File: src/rtl/rom_sel_pkg.sv
package rom_sel_pkg;

  typedef enum logic [2:0] {
    S_CMD,
    S_READ,
    S_MATCH,
    S_SRCH_T,
    S_SRCH_C,
    S_SRCH_H,
    S_SEL,
    S_QUIET
  } rom_state_e;

  localparam logic [7:0] OP_READ  = 8'h33;
  localparam logic [7:0] OP_MATCH = 8'h55;
  localparam logic [7:0] OP_SKIP  = 8'hCC;
  localparam logic [7:0] OP_SRCH  = 8'hF0;

endpackage

File: src/rtl/rom_op_rx.sv
module rom_op_rx #(
  parameter int OP_W = 8
) (
  input  logic            clk,
  input  logic            rst_n,
  input  logic            clr,
  input  logic            en,
  input  logic            bit_in,
  output logic            done,
  output logic [OP_W-1:0] op_full
);
  localparam int CNT_W = $clog2(OP_W);

  logic [OP_W-1:0]  sh_q, sh_d;
  logic [CNT_W-1:0] cnt_q, cnt_d;

  assign op_full = {bit_in, sh_q[OP_W-1:1]};
  assign done    = en && (cnt_q == CNT_W'(OP_W-1));

  always_comb begin
    sh_d  = sh_q;
    cnt_d = cnt_q;
    if (clr) begin
      cnt_d = '0;
    end else if (en) begin
      sh_d  = op_full;
      cnt_d = done ? '0 : cnt_q + 1'b1;
    end
  end

  always_ff @(posedge clk or negedge rst_n) begin
    if (!rst_n) begin
      sh_q  <= '0;
      cnt_q <= '0;
    end else begin
      sh_q  <= sh_d;
      cnt_q <= cnt_d;
    end
  end
endmodule

File: src/rtl/rom_id_seq.sv
module rom_id_seq #(
  parameter int         BODY_W = 56,
  parameter int         CRC_W  = 8,
  parameter logic [7:0] POLY   = 8'h8C
) (
  input  logic              clk,
  input  logic              rst_n,
  input  logic              clr,
  input  logic              adv,
  input  logic [BODY_W-1:0] id_body,
  output logic              cur_bit,
  output logic              last
);
  localparam int ID_W  = BODY_W + CRC_W;
  localparam int IDX_W = $clog2(ID_W);
  localparam int CS_W  = $clog2(CRC_W);

  logic [IDX_W-1:0] idx_q, idx_d;
  logic [CRC_W-1:0] crc_q, crc_d;
  logic [IDX_W-1:0] crc_off;
  logic             in_body;

  assign in_body = (idx_q < IDX_W'(BODY_W));
  assign crc_off = idx_q - IDX_W'(BODY_W);
  assign cur_bit = in_body ? id_body[idx_q] : crc_q[crc_off[CS_W-1:0]];
  assign last    = (idx_q == IDX_W'(ID_W-1));

  always_comb begin
    idx_d = idx_q;
    crc_d = crc_q;
    if (clr) begin
      idx_d = '0;
      crc_d = '0;
    end else if (adv) begin
      idx_d = last ? '0 : idx_q + 1'b1;
      if (in_body) begin
        crc_d = (crc_q >> 1) ^ ((crc_q[0] ^ cur_bit) ? POLY[CRC_W-1:0] : '0);
      end
    end
  end

  always_ff @(posedge clk or negedge rst_n) begin
    if (!rst_n) begin
      idx_q <= '0;
      crc_q <= '0;
    end else begin
      idx_q <= idx_d;
      crc_q <= crc_d;
    end
  end
endmodule

File: src/rtl/rom_select.sv
module rom_select
  import rom_sel_pkg::*;
#(
  parameter logic [7:0] FAMILY_CODE = 8'h09,
  parameter int         SER_W       = 48,
  parameter logic [7:0] CRC_POLY    = 8'h8C
) (
  input  logic             clk,
  input  logic             rst_n,
  input  logic [SER_W-1:0] serial_no,
  input  logic             bus_rst,
  input  logic             slot_wr,
  input  logic             slot_wr_bit,
  input  logic             slot_rd,
  output logic             rd_bit,
  output logic             selected
);
  localparam int FAM_W  = 8;
  localparam int BODY_W = FAM_W + SER_W;

  rom_state_e       st_q, st_d;
  logic             op_en, op_done, adv, cur_bit, last;
  logic [7:0]       op_full;
  logic [BODY_W-1:0] id_body;

  assign id_body = {serial_no, FAMILY_CODE};

  rom_op_rx #(.OP_W(8)) u_op_rx (
    .clk(clk), .rst_n(rst_n), .clr(bus_rst), .en(op_en),
    .bit_in(slot_wr_bit), .done(op_done), .op_full(op_full)
  );

  rom_id_seq #(.BODY_W(BODY_W), .CRC_W(8), .POLY(CRC_POLY)) u_id_seq (
    .clk(clk), .rst_n(rst_n), .clr(bus_rst), .adv(adv),
    .id_body(id_body), .cur_bit(cur_bit), .last(last)
  );

  always_comb begin
    st_d  = st_q;
    op_en = 1'b0;
    adv   = 1'b0;
    if (bus_rst) begin
      st_d = S_CMD;
    end else begin
      unique case (st_q)
        S_CMD: if (slot_wr) begin
          op_en = 1'b1;
          if (op_done) begin
            case (op_full)
              OP_READ:  st_d = S_READ;
              OP_MATCH: st_d = S_MATCH;
              OP_SKIP:  st_d = S_SEL;
              OP_SRCH:  st_d = S_SRCH_T;
              default:  st_d = S_QUIET;
            endcase
          end
        end
        S_READ: if (slot_rd) begin
          adv = 1'b1;
          if (last) st_d = S_SEL;
        end
        S_MATCH: if (slot_wr) begin
          if (slot_wr_bit != cur_bit) begin
            st_d = S_QUIET;
          end else begin
            adv = 1'b1;
            if (last) st_d = S_SEL;
          end
        end
        S_SRCH_T: if (slot_rd) st_d = S_SRCH_C;
        S_SRCH_C: if (slot_rd) st_d = S_SRCH_H;
        S_SRCH_H: if (slot_wr) begin
          if (slot_wr_bit != cur_bit) begin
            st_d = S_QUIET;
          end else begin
            adv  = 1'b1;
            st_d = last ? S_SEL : S_SRCH_T;
          end
        end
        S_SEL:   st_d = S_SEL;
        S_QUIET: st_d = S_QUIET;
        default: st_d = S_QUIET;
      endcase
    end
  end

  always_ff @(posedge clk or negedge rst_n) begin
    if (!rst_n) st_q <= S_CMD;
    else        st_q <= st_d;
  end

  always_comb begin
    unique case (st_q)
      S_READ, S_SRCH_T: rd_bit = cur_bit;
      S_SRCH_C:         rd_bit = ~cur_bit;
      default:          rd_bit = 1'b1;
    endcase
  end

  assign selected = (st_q == S_SEL);
endmodule

File: config.mk
export PLATFORM = sky130hd
export DESIGN_NAME = rom_select
export DESIGN_NICKNAME = d
export VERILOG_FILES = /design/src/rtl/rom_sel_pkg.sv /design/src/rtl/rom_op_rx.sv /design/src/rtl/rom_id_seq.sv /design/src/rtl/rom_select.sv
export SDC_FILE = /design/constraint.sdc
export NUM_CORES = 1
export LEC_CHECK = 0
export ABC_AREA = 0
export CORE_ASPECT_RATIO = 2
export CORE_MARGIN = 5
export CORE_UTILIZATION = 60
export CTS_BUF_LIST = sky130_fd_sc_hd__clkbuf_8
export DETAILED_ROUTE_END_ITERATION = 10
export DONT_BUFFER_PORTS = 1
export GPL_TIMING_DRIVEN = 0
export PLACE_DENSITY_LB_ADDON = 0.05
export SYNTH_ARGS = -nofsm -noshare
export SYNTH_HDL_FRONTEND = slang
export SYNTH_SLANG_ARGS = --single-unit
File: constraint.sdc
create_clock -name clk -period 4.2 [get_ports clk]
set_clock_uncertainty 0.05 [all_clocks]
set_input_delay 0.84 -clock clk [delete_from_list [all_inputs] [get_ports clk]]
set_output_delay 0.84 -clock clk [all_outputs]
set_load 0.01 [all_outputs]
==> reports/metrics.yaml, run 1 <==
timing:
  relSlewSlack: 0.6576
  fmax_ghz: 0.2779
  fin_crit_sh: 0.8566
  hold_viol: 0
  setup_violations: 0
  fin_tns_setup_ns: 0
  period_minus_slack_ns: 3.598
  worstMarginPinSlew_ns: 0.5117
  hold_ws_ns: 0.1986
  final-max-slew-violation-count: 0
  rsz0062_at_grt: "false"
critical_path:
  crit_path_cell_trace: "clkbuf_1 -> clkbuf_1 -> mux4_2 -> mux2i_1 -> o2111ai_1 -> a32oi_2 -> nor4b_1 -> a21oi_1"
  rr_startpoint: "u_id_seq.idx_q[1]"
  start_kind: "flip-flop"
  critPathSlowestCell: "clkbuf_1"
  ff2ff_path_depth: 11
  critPathMaxStageDelay_ns: 0.45
  timing.critical_path.max_delay_family: "buffers and inverters"
  critical_path_buf_inv_count: 2
  critical_path_class: "reg -> out"
  timing.rr.end: "u_id_seq.idx_q[5]"
  required_ns: 3.31
  crit_path_end_kind: "output port"
  startpoint: "u_id_seq.idx_q[1]"
  r2r_slack_ns: 0.96
  cp_data_arrival_time_ns: 2.71
  cp_max_fo: 10
  crit_path_frequent_cell: "clkbuf_1"
worst_hold_path:
  hp-class: "in -> async"
route:
  routedWlPerCell_um: 19.89
  num_vias: 1574
  drt_iter0_markers: 48
  routed_wl_mm: 4.555
  drc: 0
  dr.pass1.iters: 4
  antenna_left: 0
  via_per_inst: 6.873
global_routing:
  track_usage: 0.2099
  antenna_found_initial: 0
  top_usage_layer: "met2"
  use_met3: 0.04754
  gr-usage-met2: 0.3942
  grt_pass1_vias: 1711
  overflow: 0
  grt_first_pass_wirelength_mm: 7.769
  grt_max_degree: 28
  use_met1: 0.2049
clock_tree:
  cts_num_sinks: 27
  cts_buffer_depth: 2
  cts_tree: "yes"
  cts_root_buf: "clkbuf_8"
  ctsResizeCount: 0
  clk_latency_ns: 0.28
  cts_made_buffers: 3
  postCtsSetupBuffers: 0
  htreeDepth: 1
  clk_pin_slew_ns: 0.09
  cts_hold_buf: 0
yosys:
  synthTopCellsByCount: "dfrtp_1 (27), nand2_1 (22), a21oi_1 (15), nor2_1 (11)"
  synth_flop_cell: "dfrtp_1"
  yosysTopAreaCell: "dfrtp_1"
  syn_area_mm2: 0.001996
  synthTopCellsByArea: "dfrtp_1 (34%), mux4_2 (11%), mux4_1 (5.3%), mux2_2 (5.1%), mux2i_1 (4.5%)"
  ys_seq_area_frac: 0.3386
  async_flop_share: 1.000
  synth_top_area_frac: 0.3386
  synth_nets: 251
  synth_edf_count: 0
  post-synth-top-count-cell: "dfrtp_1"
  ys_warn_count: 0
  synth_cell_type_count: 41
  synthCells: 194
  synth-seq-cells: 27
  avgSynthCellArea_um2: 10.29
die:
  ios: 56
  rows: 29
  initial_utilization: 0.6250
  die_area_mm2: 0.004649
  die_h_um: 91.56
  core_area_mm2: 0.003193
  die_width_um: 50.78
outcome:
  status: "finished clean"
run:
  cap_violations: 0
place:
  gp_congestion: 0.8606
  port_buffers: 0
  placed_area_mm2: 0.002034
  dp.final_hpwl_mm: 3.705
cells_and_area:
  multi_input_area_mm2: 0.001236
  drive_gt1_frac: 0.1566
  nets: 256
  seqCellArea_um2: 675.6
  area_growth_pct: 4.264
  fillers: 265
  final_cell_area_mm2: 0.002081
  diodes: 0
pwr:
  leakagePower_nw: 0.8356
  powerDensity_mw_per_mm2: 502.8
  ir_drop_v: 0.0003831
## cells by family after synthesis
family                     synth area share
muxes                                0.2614
adders and majority gates           0.01881
and+or+nand+nor                      0.1605
xor gates and xnor gates            0.01755
buffers and inverters               0.04201
AOI/OAI and AO/OA                    0.1611
DFF                                  0.3386
## per-layer routing
layer  share of wire  up-vias  routed length [um]
met2            0.60       43                2719
met1            0.32      771                1456
met3           0.062        9                 281
li1                -      751                   -
met4           0.021        0                  97
met5               0        -                   0
## worst max path at each step
stage / to / slack [ns] / depth (start not counted)
2_1_floorplan: rd_bit / 0.86 / 6
3_3_place_gp: rd_bit / 0.70 / 6
3_5_place_dp: rd_bit / 0.71 / 6
4_1_cts: rd_bit / 0.53 / 8
5_1_grt: rd_bit / 0.36 / 8
6_report: rd_bit / 0.60 / 8
## power by group
| part | internal, mW | total (mW) | switching (mW) | leakage [nW] |
|---|---|---|---|---|
| clock | 0.0666 | 0.146 | 0.0795 | 0.0255 |
| sequential | 0.330 | 0.394 | 0.0641 | 0.360 |
| combinational | 0.244 | 0.506 | 0.262 | 0.450 |
## placed cells by master (no fill, tap or decap), drive strengths merged, types with 2 or more instances in the layout
| master | n |
|---|---|
| nand2 | 22 |
| buf | 3 |
| nor4bb | 6 |
| inv | 4 |
| nor2 | 11 |
| clkinv | 3 |
| and3 | 2 |
| a211oi | 4 |
| clkbuf | 13 |
| a41oi | 2 |
| nand3 | 6 |
| a31o | 3 |
| mux4 | 14 |
| mux2i | 9 |
| o21a | 3 |
| mux2 | 9 |
| dfrtp | 27 |
| a211o | 2 |
| nor2b | 2 |
| o21ai | 9 |
| nor3 | 7 |
| a21oi | 15 |
| nor3b | 3 |
| ha | 3 |
| xnor2 | 4 |
## state kept, by name, indices dropped and copies added (netlist names)
name            cells
st_q                3
u_id_seq.crc_q      8
u_id_seq.idx_q      6
u_op_rx.cnt_q       3
u_op_rx.sh_q        7
## worst register-to-register path, stage by stage, from the launching register on
cell       delay (ns)
dfrtp_1          0.36
clkbuf_1         0.30
clkbuf_1         0.45
mux4_2           0.38
mux2i_1          0.16
o2111ai_1        0.13
a32oi_2          0.33
xnor2_1          0.21
o21ai_2          0.23
buf_4            0.22
a41oi_1          0.13
a211oi_1         0.23
## layout make-up
class                      instances  area share
multi-input combinational        148      0.5941
sequential                        27      0.3247
buffer                            13     0.02946
clock buffer                       3     0.01984
tap                               31     0.01864
inverter                           6     0.01082
clock inverter                     1    0.002405
## metrics by stage
step                      instances  setup WS [ns]  power [mW]  utilization
final                           229         0.6021       1.046       0.6516
after global routing            229         0.3554       1.133       0.6516
after CTS                       229         0.5333       1.055       0.6516
after detailed placement        225         0.7056      0.9049       0.6371
after global placement          225         0.7030      0.8845       0.6371
after floorplan                 194         0.8555      0.8043            -
No activity file was read; power rests on OpenSTA's default activity.
==> run 2, diff against run 1 <==
Settings changed: PLACE_DENSITY set to 0.76, PLACE_DENSITY_LB_ADDON 0.05 to unset.
==> run 2 against run 1 <==
Total power down 0.71%. Core utilization is the same. Clock-buffer cell count did not move. Fmax shrank 3.5%. Non-clock buffer count is the same. Critical path type unchanged. Largest cell class unchanged.
==> reports/metrics.yaml, run 2 (same netlist as run 1, synthesis figures left out) <==
timing:
  fin_tns_setup_ns: 0  # unchanged
  relSlewSlack: 0.6239  # -0.03375
  fin_crit_sh: 0.8878  # +0.03115
  hold_ws_ns: 0.2090  # +0.01033 ns
  rsz0062_at_grt: "false"
  period_minus_slack_ns: 3.729  # +0.1308 ns
  fmax_ghz: 0.2682  # -3.5%
  setup_violations: 0  # unchanged
  worstMarginPinSlew_ns: 0.5642  # +0.05252 ns
  final-max-slew-violation-count: 0  # unchanged
  hold_viol: 0  # unchanged
outcome:
  status: "finished clean"
clock_tree:
  clk_pin_slew_ns: 0.08  # about the same
  cts_num_sinks: 27  # unchanged
  cts_buffer_depth: 2  # unchanged
  cts_hold_buf: 0  # unchanged
  cts_tree: "yes"
  ctsResizeCount: 0  # unchanged
  postCtsSetupBuffers: 0  # unchanged
  htreeDepth: 1  # unchanged
  cts_made_buffers: 3  # unchanged
  clk_latency_ns: 0.26  # -0.02 ns
  cts_root_buf: "clkbuf_8"
place:
  dp.final_hpwl_mm: 3.843  # +3.7%
  gp_congestion: 0.8065  # -6.3%
  placed_area_mm2: 0.002034  # unchanged
  port_buffers: 0  # unchanged
cells_and_area:
  regMostFlops: "u_id_seq.crc_q"
  final_cell_area_mm2: 0.002081  # unchanged
  area_growth_pct: 4.264  # unchanged
  diodes: 0  # unchanged
  drive_gt1_frac: 0.1566  # unchanged
  largestRegisters: "u_id_seq.crc_q x8, u_op_rx.sh_q x7, u_id_seq.idx_q x6"
  layout_commonest_cell: "dfrtp_1"
  nets: 256  # unchanged
  multi_input_area_mm2: 0.001236  # unchanged
  fillers: 281  # +6.0%
  largest_register_ffs: 8  # unchanged
  seqCellArea_um2: 675.6  # unchanged
  mostFrequentLayoutCells: "dfrtp_1 (27), nand2_1 (22), a21oi_1 (15)"
pwr:
  power_switching_uw: 399.4  # -1.6%
  leakagePower_nw: 0.8356  # unchanged
  pwr-share-clk: 0.135  # -0.005
  power_frac_comb: 0.485  # about the same
  power_frac_seq: 0.380  # +0.004
  powerDensity_mw_per_mm2: 499.2  # -0.71%
  ir_drop_v: 0.0003313  # -14%
  cell_internal_pwr_uw: 639.3  # -0.12%
  switching_share: 0.3845  # -0.003638
worst_hold_path:
  hp-class: "in -> async"
route:
  antenna_left: 0  # unchanged
  via_per_inst: 7.035  # +2.4%
  drc: 0  # unchanged
  num_vias: 1611  # +2.4%
  routedWlPerCell_um: 20.69  # +4.0%
  routed_wl_mm: 4.739  # +4.0%
  dr.pass1.iters: 4  # unchanged
  drt_iter0_markers: 46  # -4.2%
critical_path:
  crit_path_frequent_cell: "clkbuf_1"
  cp_max_fo: 10  # unchanged
  crit_path_cell_trace: "clkbuf_1 -> clkbuf_1 -> mux4_2 -> mux2i_1 -> o2111ai_1 -> a32oi_2 -> nor4b_1 -> a21oi_1"
  critPathSlowestCell: "clkbuf_1"
  timing.critical_path.max_delay_family: "buffers and inverters"
  crit_path_end_kind: "output port"
  cp_data_arrival_time_ns: 2.84  # +0.13 ns
  critical_path_class: "reg -> out"
  start_kind: "flip-flop"
  critPathMaxStageDelay_ns: 0.49  # +0.04 ns
  required_ns: 3.31  # about the same
  critical_path_buf_inv_count: 2  # unchanged
die:
  ios: 56  # unchanged
  die_h_um: 91.56  # unchanged
  die_width_um: 50.78  # unchanged
  rows: 29  # unchanged
  initial_utilization: 0.6250  # unchanged
  core_area_mm2: 0.003193  # unchanged
  die_area_mm2: 0.004649  # unchanged
global_routing:
  grt_max_degree: 28  # unchanged
  antenna_found_initial: 0  # unchanged
  overflow: 0  # unchanged
  grt_pass1_vias: 1757  # +2.7%
  grt_first_pass_wirelength_mm: 7.783  # +0.18%
  track_usage: 0.2086  # -0.001254
run:
  cap_violations: 0  # unchanged
[run 2: stage by stage]
step	utilization	power (mW)	cells	worst slack, ns
CTS	0.6516	1.046	229	0.4580
detailed placement	0.6371	0.9017	225	0.6856
floorplan	-	0.8043	194	0.8555
finish	0.6516	1.039	229	0.4712
global route	0.6516	1.122	229	0.2930
global placement	0.6371	0.8808	225	0.7115
[run 2: final timing paths]
path | from | end | slack (ns) | depth (start not counted)
worst max-delay path | u_id_seq.idx_q[1] | rd_bit | 0.47 | 8
worst min-delay path | rst_n | u_op_rx.sh_q[1] | 0.21 | 0
worst max register to register | u_id_seq.idx_q[1] | u_id_seq.idx_q[5] | 0.81 | 11
worst min register to register | u_op_rx.cnt_q[2] | u_op_rx.cnt_q[2] | 0.49 | 2
max in group asynchronous | rst_n | u_op_rx.sh_q[5] | 3.82 | 0
min in group clk | u_op_rx.cnt_q[2] | u_op_rx.cnt_q[2] | 0.49 | 2
[run 2: per-layer routing]
layer | vias up | wire length, um | GRT usage | share of wire
li1 | 753 | - | - | -
met1 | 796 | 1627 | 0.2105 | 0.34
met2 | 58 | 2774 | 0.4015 | 0.59
met3 | 4 | 289 | 0.03443 | 0.061
met4 | 0 | 47 | 0.07249 | 0.0099
met5 | - | 0 | 0 | 0
[run 2: area by class of cell]
cell class / instances / share of cell area
well taps: 31 / 0.01864
inverters: 6 / 0.01082
clock buffers: 3 / 0.01984
flip-flops and latches: 27 / 0.3247
clock inverters: 1 / 0.002405
multi-input cells: 148 / 0.5941
plain buffers: 13 / 0.02946
[run 2: power groups by stage]
stage / Combinational (mW) / Clock [mW] / Sequential, mW
after floorplan: 0.426 / 0 / 0.378
after global placement: 0.489 / 0 / 0.392
after detailed placement: 0.503 / 0 / 0.398
after CTS: 0.505 / 0.148 / 0.393
after global routing: 0.558 / 0.159 / 0.405
final: 0.504 / 0.140 / 0.395
==> run 3, diff against run 2 <==
Settings changed: REMOVE_ABC_BUFFERS set to 1.
==> run 3 against run 2 <==
Non-clock buffer count fell by 13. Combinational power fell by 14%. Highest routed layer unchanged. Via count fell by 3.1%. First-iteration DRC count rose by 11%. Design area fell by 2.9%.
==> reports/metrics.yaml, run 3 (same netlist as run 1, synthesis figures left out) <==
timing:
  fin_ws_ns: 0.3915  # -0.07975 ns
  relSlewSlack: 0.5418  # -0.08203
  final-max-slew-violation-count: 0  # unchanged
  period_minus_slack_ns: 3.809  # +0.07976 ns
  fin_tns_setup_ns: 0  # unchanged
  hold_viol: 0  # unchanged
  hold_ws_ns: 0.2005  # -0.008520 ns
  worstMarginPinSlew_ns: 0.6873  # +0.1230 ns
  setup_violations: 0  # unchanged
  fmax_ghz: 0.2626  # -2.1%
  fin_crit_sh: 0.9068  # +0.01899
  rsz0062_at_grt: "false"
route:
  routed_wl_mm: 4.675  # -1.4%
  dr.pass1.iters: 4  # unchanged
  antenna_left: 0  # unchanged
  via_per_inst: 7.227  # +2.7%
  routedWlPerCell_um: 21.64  # +4.6%
  num_vias: 1561  # -3.1%
  drt_iter0_markers: 51  # +11%
  drc: 0  # unchanged
global_routing:
  overflow: 0  # unchanged
  grt_first_pass_wirelength_mm: 7.645  # -1.8%
  antenna_found_initial: 0  # unchanged
  grt_pass1_vias: 1702  # -3.1%
  grt_max_degree: 28  # unchanged
  track_usage: 0.2042  # -0.004371
worst_hold_path:
  hp-class: "in -> async"
critical_path:
  crit_path_cell_trace: "mux4_1 -> mux2_2 -> a211o_1 -> a32oi_2 -> nor4b_1 -> a21oi_1"
  critical_path_class: "reg -> out"
  rr_startpoint: "u_id_seq.idx_q[0]"
  cp_max_fo: 19  # +9
  crit_path_end_kind: "output port"
  cp_data_arrival_time_ns: 2.92  # +0.08 ns
  r2r_slack_ns: 0.55  # -0.26 ns
  required_ns: 3.31  # about the same
  critPathMaxStageDelay_ns: 0.69  # +0.20 ns
  critPathSlowestCell: "dfrtp_2"
  timing.rr.end: "u_id_seq.crc_q[0]"
  start_kind: "flip-flop"
  ff2ff_path_depth: 8  # -3
clock_tree:
  clk_pin_slew_ns: 0.09  # about the same
  cts_hold_buf: 0  # unchanged
  ctsResizeCount: 0  # unchanged
  cts_buffer_depth: 2  # unchanged
  cts_tree: "yes"
  cts_made_buffers: 3  # unchanged
  clk_latency_ns: 0.27  # about the same
  cts_num_sinks: 27  # unchanged
  htreeDepth: 1  # unchanged
  cts_root_buf: "clkbuf_8"
  postCtsSetupBuffers: 0  # unchanged
cells_and_area:
  area_growth_pct: 1.254
  fillers: 261  # -7.1%
  diodes: 0  # unchanged
  regMostFlops: "u_id_seq.crc_q"
  largestRegisters: "u_id_seq.crc_q x8, u_op_rx.sh_q x7, u_id_seq.idx_q x6"
  mostFrequentLayoutCells: "dfrtp_1 (26), nand2_1 (22), a21oi_1 (15)"
  largest_register_ffs: 8  # unchanged
  nets: 243  # -5.1%
  drive_gt1_frac: 0.1568  # +0.0001911
  layout_commonest_cell: "dfrtp_1"
place:
  gp_congestion: 0.8536  # +5.8%
  port_buffers: 0  # unchanged
  dp.final_hpwl_mm: 3.702  # -3.7%
  pre_cts_ws_ns: 0.2427  # -0.4429 ns
die:
  core_area_mm2: 0.003193  # unchanged
  ios: 56  # unchanged
  die_width_um: 50.78  # unchanged
  initial_utilization: 0.6250  # unchanged
  rows: 29  # unchanged
  die_h_um: 91.56  # unchanged
  die_area_mm2: 0.004649  # unchanged
pwr:
  leakagePower_nw: 0.8051  # -3.7%
  ir_drop_v: 0.0004215  # +27%
  powerDensity_mw_per_mm2: 510.3  # +2.2%
outcome:
  status: "finished clean"
run:
  cap_violations: 0  # unchanged
-- run 3: changes by cell type in the layout (fill, tap and decap cells not counted) --
| cell | delta |
|---|---|
| buf_2 | -1 |
| buf_4 | -1 |
| buf_6 | -1 |
| clkbuf_1 | -10 |
| dfrtp_1 | -1 |
| dfrtp_2 | +1 |
-- run 3: per-stage QoR --
stage          power, mW  std cells    util  area [um^2]
6_report           1.031        216  0.6328         2021
5_1_grt            1.109        216  0.6328         2021
4_1_cts            1.035        216  0.6324         2019
3_5_place_dp      0.8843        212  0.6179         1973
3_3_place_gp      0.8536        212  0.6179         1973
2_1_floorplan     0.7799        181       -         1934
-- run 3: worst max-delay path, delay by kind of cell, from the launching register on --
kind            cells  cell delay [ns]
compound gates      3             0.98
flops               1             0.69
mux                 2             0.88
simple gates        1             0.10
-- run 3: worst max-delay path by stage --
stage,startpoint,slack (ns),end,cells after the start
after detailed placement,u_id_seq.idx_q[0],0.24,u_id_seq.crc_q[0],8
after floorplan,u_id_seq.idx_q[0],0.74,rd_bit,6
after global placement,u_id_seq.idx_q[0],0.37,u_id_seq.crc_q[4],8
after global routing,u_id_seq.idx_q[0],0.25,rd_bit,6
final,u_id_seq.idx_q[0],0.39,rd_bit,6
after CTS,u_id_seq.idx_q[0],0.08,rd_bit,6
-- run 3: layout make-up --
class	count	area, um^2	share of cell area
Multi-Input combinational cell	148	1236	0.6118
Sequential cell	27	676.9	0.3350
Clock buffer	3	41.29	0.02043
Tap cell	31	38.79	0.01920
Inverter	6	22.52	0.01115
Clock inverter	1	5.005	0.002477
-- run 3: layer usage --
layer,wire [um],track usage,up-vias
met5,0,0,-
met4,87,0.07463,0
met3,411,0.05574,8
met2,2671,0.3869,60
met1,1504,0.1961,763
li1,-,-,730
-- run 3: power by group --
group	total (mW)	switching, mW	leakage [nW]	internal [mW]
registers	0.453	0.124	0.359	0.329
logic	0.432	0.207	0.421	0.225
clock network	0.146	0.0799	0.0255	0.0664
total	1.03	0.410	0.805	0.621
